## config.mk

```make
export PLATFORM = sky130hd
export DESIGN_NAME = i2ct_top
export DESIGN_NICKNAME = d
export VERILOG_FILES = /design/src/rtl/i2ct_pkg.sv /design/src/rtl/i2ct_line_sync.sv /design/src/rtl/i2ct_bus_events.sv /design/src/rtl/i2ct_regs.sv /design/src/rtl/i2ct_engine.sv /design/src/rtl/i2ct_top.sv
export SDC_FILE = /design/constraint.sdc
export NUM_CORES = 1
export LEC_CHECK = 0
export BUFFER_PORTS_ARGS = -buffer_cell sky130_fd_sc_hd__buf_2
export CORE_ASPECT_RATIO = 0.6
export CORE_MARGIN = 5
export CORE_UTILIZATION = 40
export CTS_BUF_LIST = sky130_fd_sc_hd__clkbuf_16
export CTS_CLUSTER_DIAMETER = 50
export DETAILED_ROUTE_END_ITERATION = 8
export GPL_ROUTABILITY_DRIVEN = 0
export SLEW_MARGIN = 0
export SYNTH_ARGS = -nofsm -noshare
export SYNTH_HDL_FRONTEND = slang
export SYNTH_SLANG_ARGS = --single-unit
```

## constraint.sdc

```tcl
create_clock -name clk -period 2.25 [get_ports clk]
set_clock_uncertainty 0.2 [all_clocks]
set_input_delay 0.1125 -clock clk [delete_from_list [all_inputs] [get_ports clk]]
set_output_delay 0.1125 -clock clk [all_outputs]
set_load 0.01 [all_outputs]
```

## src/rtl/i2ct_pkg.sv

```systemverilog
package i2ct_pkg;

  // control word bit positions
  localparam int CB_ACTIVE  = 0;
  localparam int CB_WAKE    = 1;
  localparam int CB_FILT    = 2;
  localparam int CB_STRETCH = 3;
  localparam int CB_BFREE   = 4;
  localparam int CB_NAK     = 5;
  localparam int CB_SRST    = 6;
  localparam int CB_EN      = 7;
  localparam int CB_TXCLR   = 8;

  // host register addresses
  localparam logic [1:0] A_CTRL = 2'd0;
  localparam logic [1:0] A_TX   = 2'd1;
  localparam logic [1:0] A_RX   = 2'd2;
  localparam logic [1:0] A_STAT = 2'd3;

  typedef enum logic [3:0] {
    ST_IDLE   = 4'd0,
    ST_ADDR   = 4'd1,
    ST_AACK   = 4'd2,
    ST_RX     = 4'd3,
    ST_RACK   = 4'd4,
    ST_HOLD   = 4'd5,
    ST_TX     = 4'd6,
    ST_TACK   = 4'd7,
    ST_IGNORE = 4'd8
  } eng_state_e;

  function automatic logic maj3(input logic [2:0] v);
    return (v[0] & v[1]) | (v[0] & v[2]) | (v[1] & v[2]);
  endfunction

  function automatic logic addr_hit(input logic [7:0] hdr, input logic [6:0] own);
    return hdr[7:1] == own;
  endfunction

endpackage

```

## src/rtl/i2ct_line_sync.sv

```systemverilog
module i2ct_line_sync
  import i2ct_pkg::*;
#(
  parameter int STAGES = 2
) (
  input  logic clk,
  input  logic rst_n,
  input  logic line_i,
  input  logic filt_en,
  output logic line_o
);
  localparam int TAPS = 3;

  logic [STAGES-1:0] sq;
  logic [TAPS-1:0]   fq;
  logic              synced;

  assign synced = sq[STAGES-1];

  generate
    if (STAGES == 1) begin : g_one
      always_ff @(posedge clk or negedge rst_n)
        if (!rst_n) sq <= '1;
        else        sq <= line_i;
    end else begin : g_many
      always_ff @(posedge clk or negedge rst_n)
        if (!rst_n) sq <= '1;
        else        sq <= {sq[STAGES-2:0], line_i};
    end
  endgenerate

  always_ff @(posedge clk or negedge rst_n) begin
    if (!rst_n) begin
      fq     <= '1;
      line_o <= 1'b1;
    end else begin
      fq     <= {fq[TAPS-2:0], synced};
      line_o <= filt_en ? maj3(fq) : synced;
    end
  end

endmodule

```

## src/rtl/i2ct_bus_events.sv

```systemverilog
module i2ct_bus_events (
  input  logic clk,
  input  logic rst_n,
  input  logic scl,
  input  logic sda,
  output logic scl_rise,
  output logic scl_fall,
  output logic start_det,
  output logic stop_det
);
  logic scl_q, sda_q;

  always_ff @(posedge clk or negedge rst_n) begin
    if (!rst_n) begin
      scl_q <= 1'b1;
      sda_q <= 1'b1;
    end else begin
      scl_q <= scl;
      sda_q <= sda;
    end
  end

  assign scl_rise  = scl & ~scl_q;
  assign scl_fall  = ~scl & scl_q;
  assign start_det = scl & scl_q & sda_q & ~sda;
  assign stop_det  = scl & scl_q & ~sda_q & sda;

  // SCL steady high during either condition, never both at once
  p_cond_excl_r13: assert property (@(posedge clk) disable iff (!rst_n)
    !(start_det && stop_det));

endmodule

```

## src/rtl/i2ct_regs.sv

```systemverilog
module i2ct_regs
  import i2ct_pkg::*;
#(
  parameter int CTRL_W = 9,
  parameter int REG_W  = 16,
  parameter int BYTE_W = 8
) (
  input  logic              clk,
  input  logic              rst_n,
  input  logic [1:0]        host_addr,
  input  logic              host_wr,
  input  logic              host_rd,
  input  logic [CTRL_W-1:0] host_wdata,
  output logic [REG_W-1:0]  host_rdata,
  input  logic              rx_store,
  input  logic [BYTE_W-1:0] rx_byte,
  input  logic              tx_load,
  output logic [BYTE_W-1:0] tx_byte,
  output logic              rx_full,
  output logic              tx_empty,
  output logic              en_o,
  output logic              srst_o,
  output logic              nak_o,
  output logic              stretch_o,
  output logic              filt_o,
  output logic              active_o
);
  localparam logic [CTRL_W-1:0] SRST_ONLY = {{(CTRL_W-1){1'b0}}, 1'b1} << CB_SRST;

  logic [CTRL_W-1:0] ctrl_q;
  logic [BYTE_W-1:0] tx_q, rx_q;
  logic              wr_ctrl, wr_tx, rd_rx, tx_clr;

  assign wr_ctrl = host_wr && host_addr == A_CTRL;
  assign wr_tx   = host_wr && host_addr == A_TX;
  assign rd_rx   = host_rd && host_addr == A_RX;
  assign tx_clr  = ctrl_q[CB_TXCLR];

  always_ff @(posedge clk or negedge rst_n) begin
    if (!rst_n)       ctrl_q <= '0;
    else if (wr_ctrl) ctrl_q <= host_wdata[CB_SRST] ? SRST_ONLY : host_wdata;
  end

  always_ff @(posedge clk or negedge rst_n) begin
    if (!rst_n)      tx_q <= '0;
    else if (tx_clr) tx_q <= '0;
    else if (wr_tx)  tx_q <= host_wdata[BYTE_W-1:0];
  end

  always_ff @(posedge clk or negedge rst_n) begin
    if (!rst_n)                 tx_empty <= 1'b1;
    else if (srst_o)            tx_empty <= 1'b1;
    else if (wr_tx && !tx_clr)  tx_empty <= 1'b0;
    else if (tx_load)           tx_empty <= 1'b1;
  end

  always_ff @(posedge clk or negedge rst_n) begin
    if (!rst_n)        rx_q <= '0;
    else if (rx_store) rx_q <= rx_byte;
  end

  always_ff @(posedge clk or negedge rst_n) begin
    if (!rst_n)        rx_full <= 1'b0;
    else if (srst_o)   rx_full <= 1'b0;
    else if (rx_store) rx_full <= 1'b1;
    else if (rd_rx)    rx_full <= 1'b0;
  end

  always_comb begin
    unique case (host_addr)
      A_CTRL:  host_rdata = REG_W'(ctrl_q);
      A_TX:    host_rdata = REG_W'(tx_q);
      A_RX:    host_rdata = REG_W'(rx_q);
      default: host_rdata = REG_W'({tx_empty, rx_full});
    endcase
  end

  assign tx_byte   = tx_q;
  assign en_o      = ctrl_q[CB_EN];
  assign srst_o    = ctrl_q[CB_SRST];
  assign nak_o     = ctrl_q[CB_NAK];
  assign stretch_o = ctrl_q[CB_STRETCH];
  assign filt_o    = ctrl_q[CB_FILT];
  assign active_o  = ctrl_q[CB_ACTIVE];

  // cleared state keeps the byte at zero
  p_clr_zero_r10: assert property (@(posedge clk) disable iff (!rst_n)
    tx_clr |=> tx_q == '0);
  // a write during the cleared state leaves the empty flag alone
  p_clr_wr_keeps_r10: assert property (@(posedge clk) disable iff (!rst_n)
    (wr_tx && tx_clr && !tx_load && !srst_o) |=> $stable(tx_empty));
  // while in software reset no other control bit is set
  p_srst_alone_r11: assert property (@(posedge clk) disable iff (!rst_n)
    srst_o |-> (ctrl_q & ~SRST_ONLY) == '0);
  // a host read of the receive byte empties it
  p_rd_clears_r6: assert property (@(posedge clk) disable iff (!rst_n)
    (rd_rx && !rx_store && !srst_o) |=> !rx_full);

endmodule

```

## src/rtl/i2ct_engine.sv

```systemverilog
module i2ct_engine
  import i2ct_pkg::*;
#(
  parameter int BYTE_W = 8,
  parameter int ADDR_W = 7
) (
  input  logic              clk,
  input  logic              rst_n,
  input  logic              run,
  input  logic              active,
  input  logic              nak_ans,
  input  logic              stretch_en,
  input  logic [ADDR_W-1:0] own_addr,
  input  logic              sda,
  input  logic              scl_rise,
  input  logic              scl_fall,
  input  logic              start_det,
  input  logic              stop_det,
  input  logic [BYTE_W-1:0] tx_byte,
  input  logic              rx_full,
  output logic              rx_store,
  output logic [BYTE_W-1:0] rx_byte,
  output logic              tx_load,
  output logic              sda_oe,
  output logic              scl_oe
);
  localparam int          CNT_W = $clog2(BYTE_W + 1);
  localparam logic [CNT_W-1:0] LAST = CNT_W'(BYTE_W);

  eng_state_e        state;
  logic [BYTE_W-1:0] sh;
  logic [CNT_W-1:0]  cnt;
  logic              rw_q, acked_q, mack_q;
  logic              ev_ok, hdr_ok, rx_ack;

  // named internal events
  assign ev_ok    = run && !start_det && !stop_det;
  assign hdr_ok   = addr_hit(sh, own_addr) && active;
  assign rx_ack   = active && !nak_ans;
  assign tx_load  = ev_ok && scl_fall &&
                    ((state == ST_AACK && rw_q) || (state == ST_TACK && mack_q));
  assign rx_store = ev_ok && scl_rise && state == ST_RX && cnt == LAST - 1'b1;
  assign rx_byte  = {sh[BYTE_W-2:0], sda};

  always_ff @(posedge clk or negedge rst_n) begin
    if (!rst_n) begin
      state   <= ST_IDLE;
      sh      <= '0;
      cnt     <= '0;
      rw_q    <= 1'b0;
      acked_q <= 1'b0;
      mack_q  <= 1'b0;
      sda_oe  <= 1'b0;
      scl_oe  <= 1'b0;
    end else if (!run || stop_det) begin
      state  <= ST_IDLE;
      cnt    <= '0;
      sda_oe <= 1'b0;
      scl_oe <= 1'b0;
    end else if (start_det) begin
      state  <= ST_ADDR;
      cnt    <= '0;
      sda_oe <= 1'b0;
      scl_oe <= 1'b0;
    end else begin
      unique case (state)
        ST_ADDR: begin
          if (scl_rise) begin
            sh  <= {sh[BYTE_W-2:0], sda};
            cnt <= cnt + 1'b1;
          end else if (scl_fall && cnt == LAST) begin
            if (hdr_ok) begin
              state  <= ST_AACK;
              sda_oe <= 1'b1;
              rw_q   <= sh[0];
            end else begin
              state  <= ST_IGNORE;
              sda_oe <= 1'b0;
            end
          end
        end
        ST_AACK: begin
          if (scl_fall) begin
            cnt <= '0;
            if (rw_q) begin
              state  <= ST_TX;
              sh     <= tx_byte;
              sda_oe <= ~tx_byte[BYTE_W-1];
            end else begin
              state  <= ST_RX;
              sda_oe <= 1'b0;
            end
          end
        end
        ST_RX: begin
          if (scl_rise) begin
            sh  <= {sh[BYTE_W-2:0], sda};
            cnt <= cnt + 1'b1;
          end else if (scl_fall && cnt == LAST) begin
            state   <= ST_RACK;
            sda_oe  <= rx_ack;
            acked_q <= rx_ack;
          end
        end
        ST_RACK: begin
          if (scl_fall) begin
            sda_oe <= 1'b0;
            cnt    <= '0;
            if (!acked_q) begin
              state <= ST_IGNORE;
            end else if (stretch_en && rx_full) begin
              state  <= ST_HOLD;
              scl_oe <= 1'b1;
            end else begin
              state <= ST_RX;
            end
          end
        end
        ST_HOLD: begin
          if (!rx_full || !stretch_en) begin
            state  <= ST_RX;
            scl_oe <= 1'b0;
          end
        end
        ST_TX: begin
          if (scl_rise) begin
            cnt <= cnt + 1'b1;
          end else if (scl_fall) begin
            if (cnt == LAST) begin
              state  <= ST_TACK;
              sda_oe <= 1'b0;
            end else begin
              sh     <= {sh[BYTE_W-2:0], 1'b0};
              sda_oe <= ~sh[BYTE_W-2];
            end
          end
        end
        ST_TACK: begin
          if (scl_rise) begin
            mack_q <= ~sda;
          end else if (scl_fall) begin
            cnt <= '0;
            if (mack_q) begin
              state  <= ST_TX;
              sh     <= tx_byte;
              sda_oe <= ~tx_byte[BYTE_W-1];
            end else begin
              state  <= ST_IGNORE;
              sda_oe <= 1'b0;
            end
          end
        end
        default: ;
      endcase
    end
  end

  // a disabled or reset target leaves both lines alone
  p_quiet_when_off_r3: assert property (@(posedge clk) disable iff (!rst_n)
    !run |=> (!sda_oe && !scl_oe));
  // a target that lost the address never drives SDA
  p_ignore_released_r4: assert property (@(posedge clk) disable iff (!rst_n)
    state == ST_IGNORE |-> !sda_oe);
  // an acknowledge only comes from active mode
  p_standby_nak_r5: assert property (@(posedge clk) disable iff (!rst_n)
    ($rose(sda_oe) && (state == ST_AACK || state == ST_RACK)) |-> $past(active));
  // a data ACK follows the NAK select sampled at that edge
  p_ack_pick_r7: assert property (@(posedge clk) disable iff (!rst_n)
    ($rose(sda_oe) && state == ST_RACK) |-> $past(!nak_ans));
  // SCL is only grabbed for an unread byte with stretching on
  p_stretch_entry_r12: assert property (@(posedge clk) disable iff (!rst_n)
    $rose(scl_oe) |-> ($past(rx_full) && $past(stretch_en)));

endmodule

```

## src/rtl/i2ct_top.sv

```systemverilog
module i2ct_top
  import i2ct_pkg::*;
#(
  parameter int SYNC_STAGES = 2,
  parameter int BYTE_W      = 8,
  parameter int ADDR_W      = 7,
  parameter int CTRL_W      = 9,
  parameter int REG_W       = 16
) (
  input  logic              clk,
  input  logic              rst_n,
  input  logic [1:0]        host_addr,
  input  logic              host_wr,
  input  logic              host_rd,
  input  logic [CTRL_W-1:0] host_wdata,
  output logic [REG_W-1:0]  host_rdata,
  input  logic [ADDR_W-1:0] own_addr,
  input  logic              scl_i,
  input  logic              sda_i,
  output logic              scl_oe,
  output logic              sda_oe
);
  localparam int LINES = 2;

  logic [LINES-1:0]  raw, clean;
  logic              en, srst, nak, stretch, filt, active, run;
  logic              scl_rise, scl_fall, start_det, stop_det;
  logic              rx_store, tx_load, rx_full, tx_empty;
  logic [BYTE_W-1:0] rx_byte, tx_byte;

  assign raw = {sda_i, scl_i};
  assign run = en && !srst;

  generate
    for (genvar g = 0; g < LINES; g++) begin : g_line
      i2ct_line_sync #(.STAGES(SYNC_STAGES)) u_sync (
        .clk     (clk),
        .rst_n   (rst_n),
        .line_i  (raw[g]),
        .filt_en (filt),
        .line_o  (clean[g])
      );
    end
  endgenerate

  i2ct_bus_events u_events (
    .clk       (clk),
    .rst_n     (rst_n),
    .scl       (clean[0]),
    .sda       (clean[1]),
    .scl_rise  (scl_rise),
    .scl_fall  (scl_fall),
    .start_det (start_det),
    .stop_det  (stop_det)
  );

  i2ct_regs #(.CTRL_W(CTRL_W), .REG_W(REG_W), .BYTE_W(BYTE_W)) u_regs (
    .clk        (clk),
    .rst_n      (rst_n),
    .host_addr  (host_addr),
    .host_wr    (host_wr),
    .host_rd    (host_rd),
    .host_wdata (host_wdata),
    .host_rdata (host_rdata),
    .rx_store   (rx_store),
    .rx_byte    (rx_byte),
    .tx_load    (tx_load),
    .tx_byte    (tx_byte),
    .rx_full    (rx_full),
    .tx_empty   (tx_empty),
    .en_o       (en),
    .srst_o     (srst),
    .nak_o      (nak),
    .stretch_o  (stretch),
    .filt_o     (filt),
    .active_o   (active)
  );

  i2ct_engine #(.BYTE_W(BYTE_W), .ADDR_W(ADDR_W)) u_engine (
    .clk        (clk),
    .rst_n      (rst_n),
    .run        (run),
    .active     (active),
    .nak_ans    (nak),
    .stretch_en (stretch),
    .own_addr   (own_addr),
    .sda        (clean[1]),
    .scl_rise   (scl_rise),
    .scl_fall   (scl_fall),
    .start_det  (start_det),
    .stop_det   (stop_det),
    .tx_byte    (tx_byte),
    .rx_full    (rx_full),
    .rx_store   (rx_store),
    .rx_byte    (rx_byte),
    .tx_load    (tx_load),
    .sda_oe     (sda_oe),
    .scl_oe     (scl_oe)
  );

  // the empty flag rises only after a load into the shifter
  p_empty_after_load_r8: assert property (@(posedge clk) disable iff (!rst_n)
    ($rose(tx_empty) && !$past(srst)) |-> $past(tx_load));

endmodule

```

==> impl_metrics.ini <==
[setup_path]
cpLargestDelayFamily = multiplexers
critical_path.max_fanout = 3
path_buf_inv = 1
arrival_ps = 2280
endpoint_kind = register
path_cells = inv_1 -> ha_1 -> and3b_1 -> mux2_2 -> a2111oi_4 -> a211oi_1 -> mux2_2
cpPeakStageDelay_ps = 430
crit_path_top_delay_cell = a2111oi_4
r2r-start = u_engine.cnt[1]
start_kind = register
r2r_cells = 7
cp_common_cell = mux2_2
timing.rr.end = u_engine.sda_oe
crit_type = reg2reg
reg2reg_setup_slack_ps = -20
critPathRequiredTime_ps = 2270

[power]
leakagePower_nw = 2.00
p_per_area_nw_per_um2 = 687
peakVddDrop_mv = 0.327

[timing]
rsz0062_at_grt = true
setup_violations = 6
maxSlewHeadroom_pct = 60.8
whs_ps = 93.5
worst_slack_ps = -19.2
final-max-slew-violation-count = 0
tightest_slew_ps = 589
hold_viol = 0
post-route-period-util_pct = 101
period_needed_ps = 2270
fmax_ghz = 0.441

[place]
numPortBuffers = 34
placed_cell_area_sq_um = 3970
placed_cells = 518
place_worst_setup_slack_ps = -64.6
dp_hpwl_mm = 7.24

[global_route]
grt_pass1_wl_mm = 16.2
grt_antenna_before_repair = 0
grt_pass1_vias = 2977
grt_max_degree = 40
grt-ovfl-total = 0
grt_usage_pct = 20.3

[yosys]
ys_seq_area_share_pct = 46.1
synth_top_area_share_pct = 34.5
synth-edff-count = 0
syn_area_sq_um = 3410
synth_flop_cell = dfrtp_1
synth-seq-cells = 62
yosysWarnings = 0
async_flop_share_pct = 100
yosysTopAreaCell = dfrtp_1
synthTopCellsByArea = dfrtp_1, dfstp_2, mux2_2, nand2_1, o21ai_0
synth.avg_cell_area_sq_um = 9.71
syn_inst = 351
ys_types = 55

[run]
drv_cap = 0

[routing]
drt_pass1_iterations = 5
wl_mm = 9.90
vias_per_cell = 5.51
drt_iter0_markers = 295
routedWlPerCell_microns = 17.9
ant_nets = 0
vias = 3050
drcViolationCount = 0

[floorplan]
num_io_pins = 42
start_util_pct = 40.6
die_area_sq_um = 10500
fp.dieH_microns = 81.5
rows = 26
core_sq_um = 8390
die_w_microns = 129

[finish]
final_cell_area_sq_um = 4560
drive_gt1_share_pct = 34.6
nFillCells = 732
nets = 463
final_util_pct = 54.3
final_cells = 554
multi_input_area_sq_um = 1810
diodes = 0
area_growth_pct = 33.7
final-seq-area_sq_um = 1570

[clock_network]
insertion_delay_ps = 330
clkTransAtPathRegs_ps = 50
root_buffer = clkbuf_16
cts_buffers = 9
cts.sinks = 62
cts-htree-levels = 3
cts_tree = yes
clk_path_buf_depth = 2

[run_status]
violations = setup timing
outcome = finished with violations

[worst_hold_path]
timing.hold.worst.class = in2reg
holdCritStartpoint = host_addr[1]
holdPathEnd = u_regs.rx_full
hold-path-cell-count = 4
[cell type report]
type | count | area share [%]
flip-flops and latches | 62 | 34.5
multi-input cells | 262 | 39.7
repair buffers | 94 | 15.3
inverters | 8 | 0.659
clock buffers | 9 | 4.94
well taps | 112 | 3.08
clock inverters | 7 | 1.84
[routing by layer]
layer  global-route usage [%]  part of all wire, %
met1                     30.4                   50
met2                     28.4                   42
met3                     5.85                  7.6
met4                     4.82                  1.1
met5                        0                    0
[worst max path at each step]
stage,from,end,cells after the start
3_5_place_dp,u_engine.cnt[1],u_engine.state[2],7
2_1_floorplan,g_line[0].u_sync.line_o,u_engine.state[0],6
3_3_place_gp,g_line[0].u_sync.line_o,u_engine.state[2],5
5_1_grt,g_line[0].u_sync.line_o,u_engine.cnt[0],7
6_report,u_engine.cnt[1],u_engine.sda_oe,7
4_1_cts,g_line[0].u_sync.line_o,u_engine.state[2],5
[worst min-delay path: stages]
cell and delay [ps]:
buf_2 210, nand3b_1 130, a21oi_1 60, nor2_1 70
[cell families after synthesis]
family          share of synthesized area (%)
xor+xnor                                 2.06
simple gates                             19.9
buf+inv                                  4.52
mux                                      12.6
other cells                             0.110
flops                                    46.1
compound gates                           13.5
fa+ha+maj                                1.32
[sequential cells by signal (all words and copies together) (netlist names), 2 cells and up]
| name | count |
|---|---|
| g_line.u_sync.fq | 6 |
| u_engine.state | 4 |
| g_line.u_sync.sq | 4 |
| u_engine.cnt | 4 |
| u_regs.ctrl_q | 9 |
| u_engine.sh | 8 |
| u_regs.tx_byte | 8 |
| g_line.u_sync.line_o | 2 |
| u_regs.rx_q | 8 |
[metrics by stage]
step                      setup TNS, ps  power (mW)
final                             -46.5        3.13
after floorplan                       0        1.48
after detailed placement           -275        1.66
after global placement                0        1.65
after CTS                       -0.0282        3.14
after global routing               -423        3.26
[report_power, final]
part	leakage, nW	internal [mW]	switching, mW
combinational	1.05	0.198	0.219
clock	0.159	0.954	0.488
sequential	0.798	1.20	0.0767
[cells in the mapped netlist, types with 5 or more instances]
cell type,number
nand2_1,50
dfrtp_1,47
o21ai_0,28
mux2_2,26
a21oi_1,22
clkbuf_1,15
dfstp_2,15
nand2b_1,14
nand3_1,14
nor2_1,12
mux2i_1,9
inv_1,8
xnor2_1,8
buf_4,7
nor2b_1,7
nand4_1,5
nor3_1,5
[placed cells by master, fill, tap and decap left out, types with 3 or more instances in the layout]
master	n
nand2b_1	13
buf_4	38
xnor2_1	8
a21oi_2	3
mux2i_1	9
dlygate4sd3_1	18
nand2_1	50
and3b_1	3
dfrtp_1	46
o21ai_0	27
nand4_1	5
buf_2	34
nor2b_1	7
clkbuf_16	9
conb_1	7
dfstp_2	15
nand3_1	14
nor3_1	3
mux2_2	26
o22ai_1	3
nor2_1	12
a21oi_1	19
inv_1	11
nand3b_1	3
[what timing repair did]
item                       CTS  global route
hold buffers                18             0
setup endpoints to repair   14            24
gates cloned                 0             0
pin swaps                    1             6
buffers inserted             0             2
resized for setup            4            13
hold endpoints to repair    43             0
(Power assumes the default switching activity.)
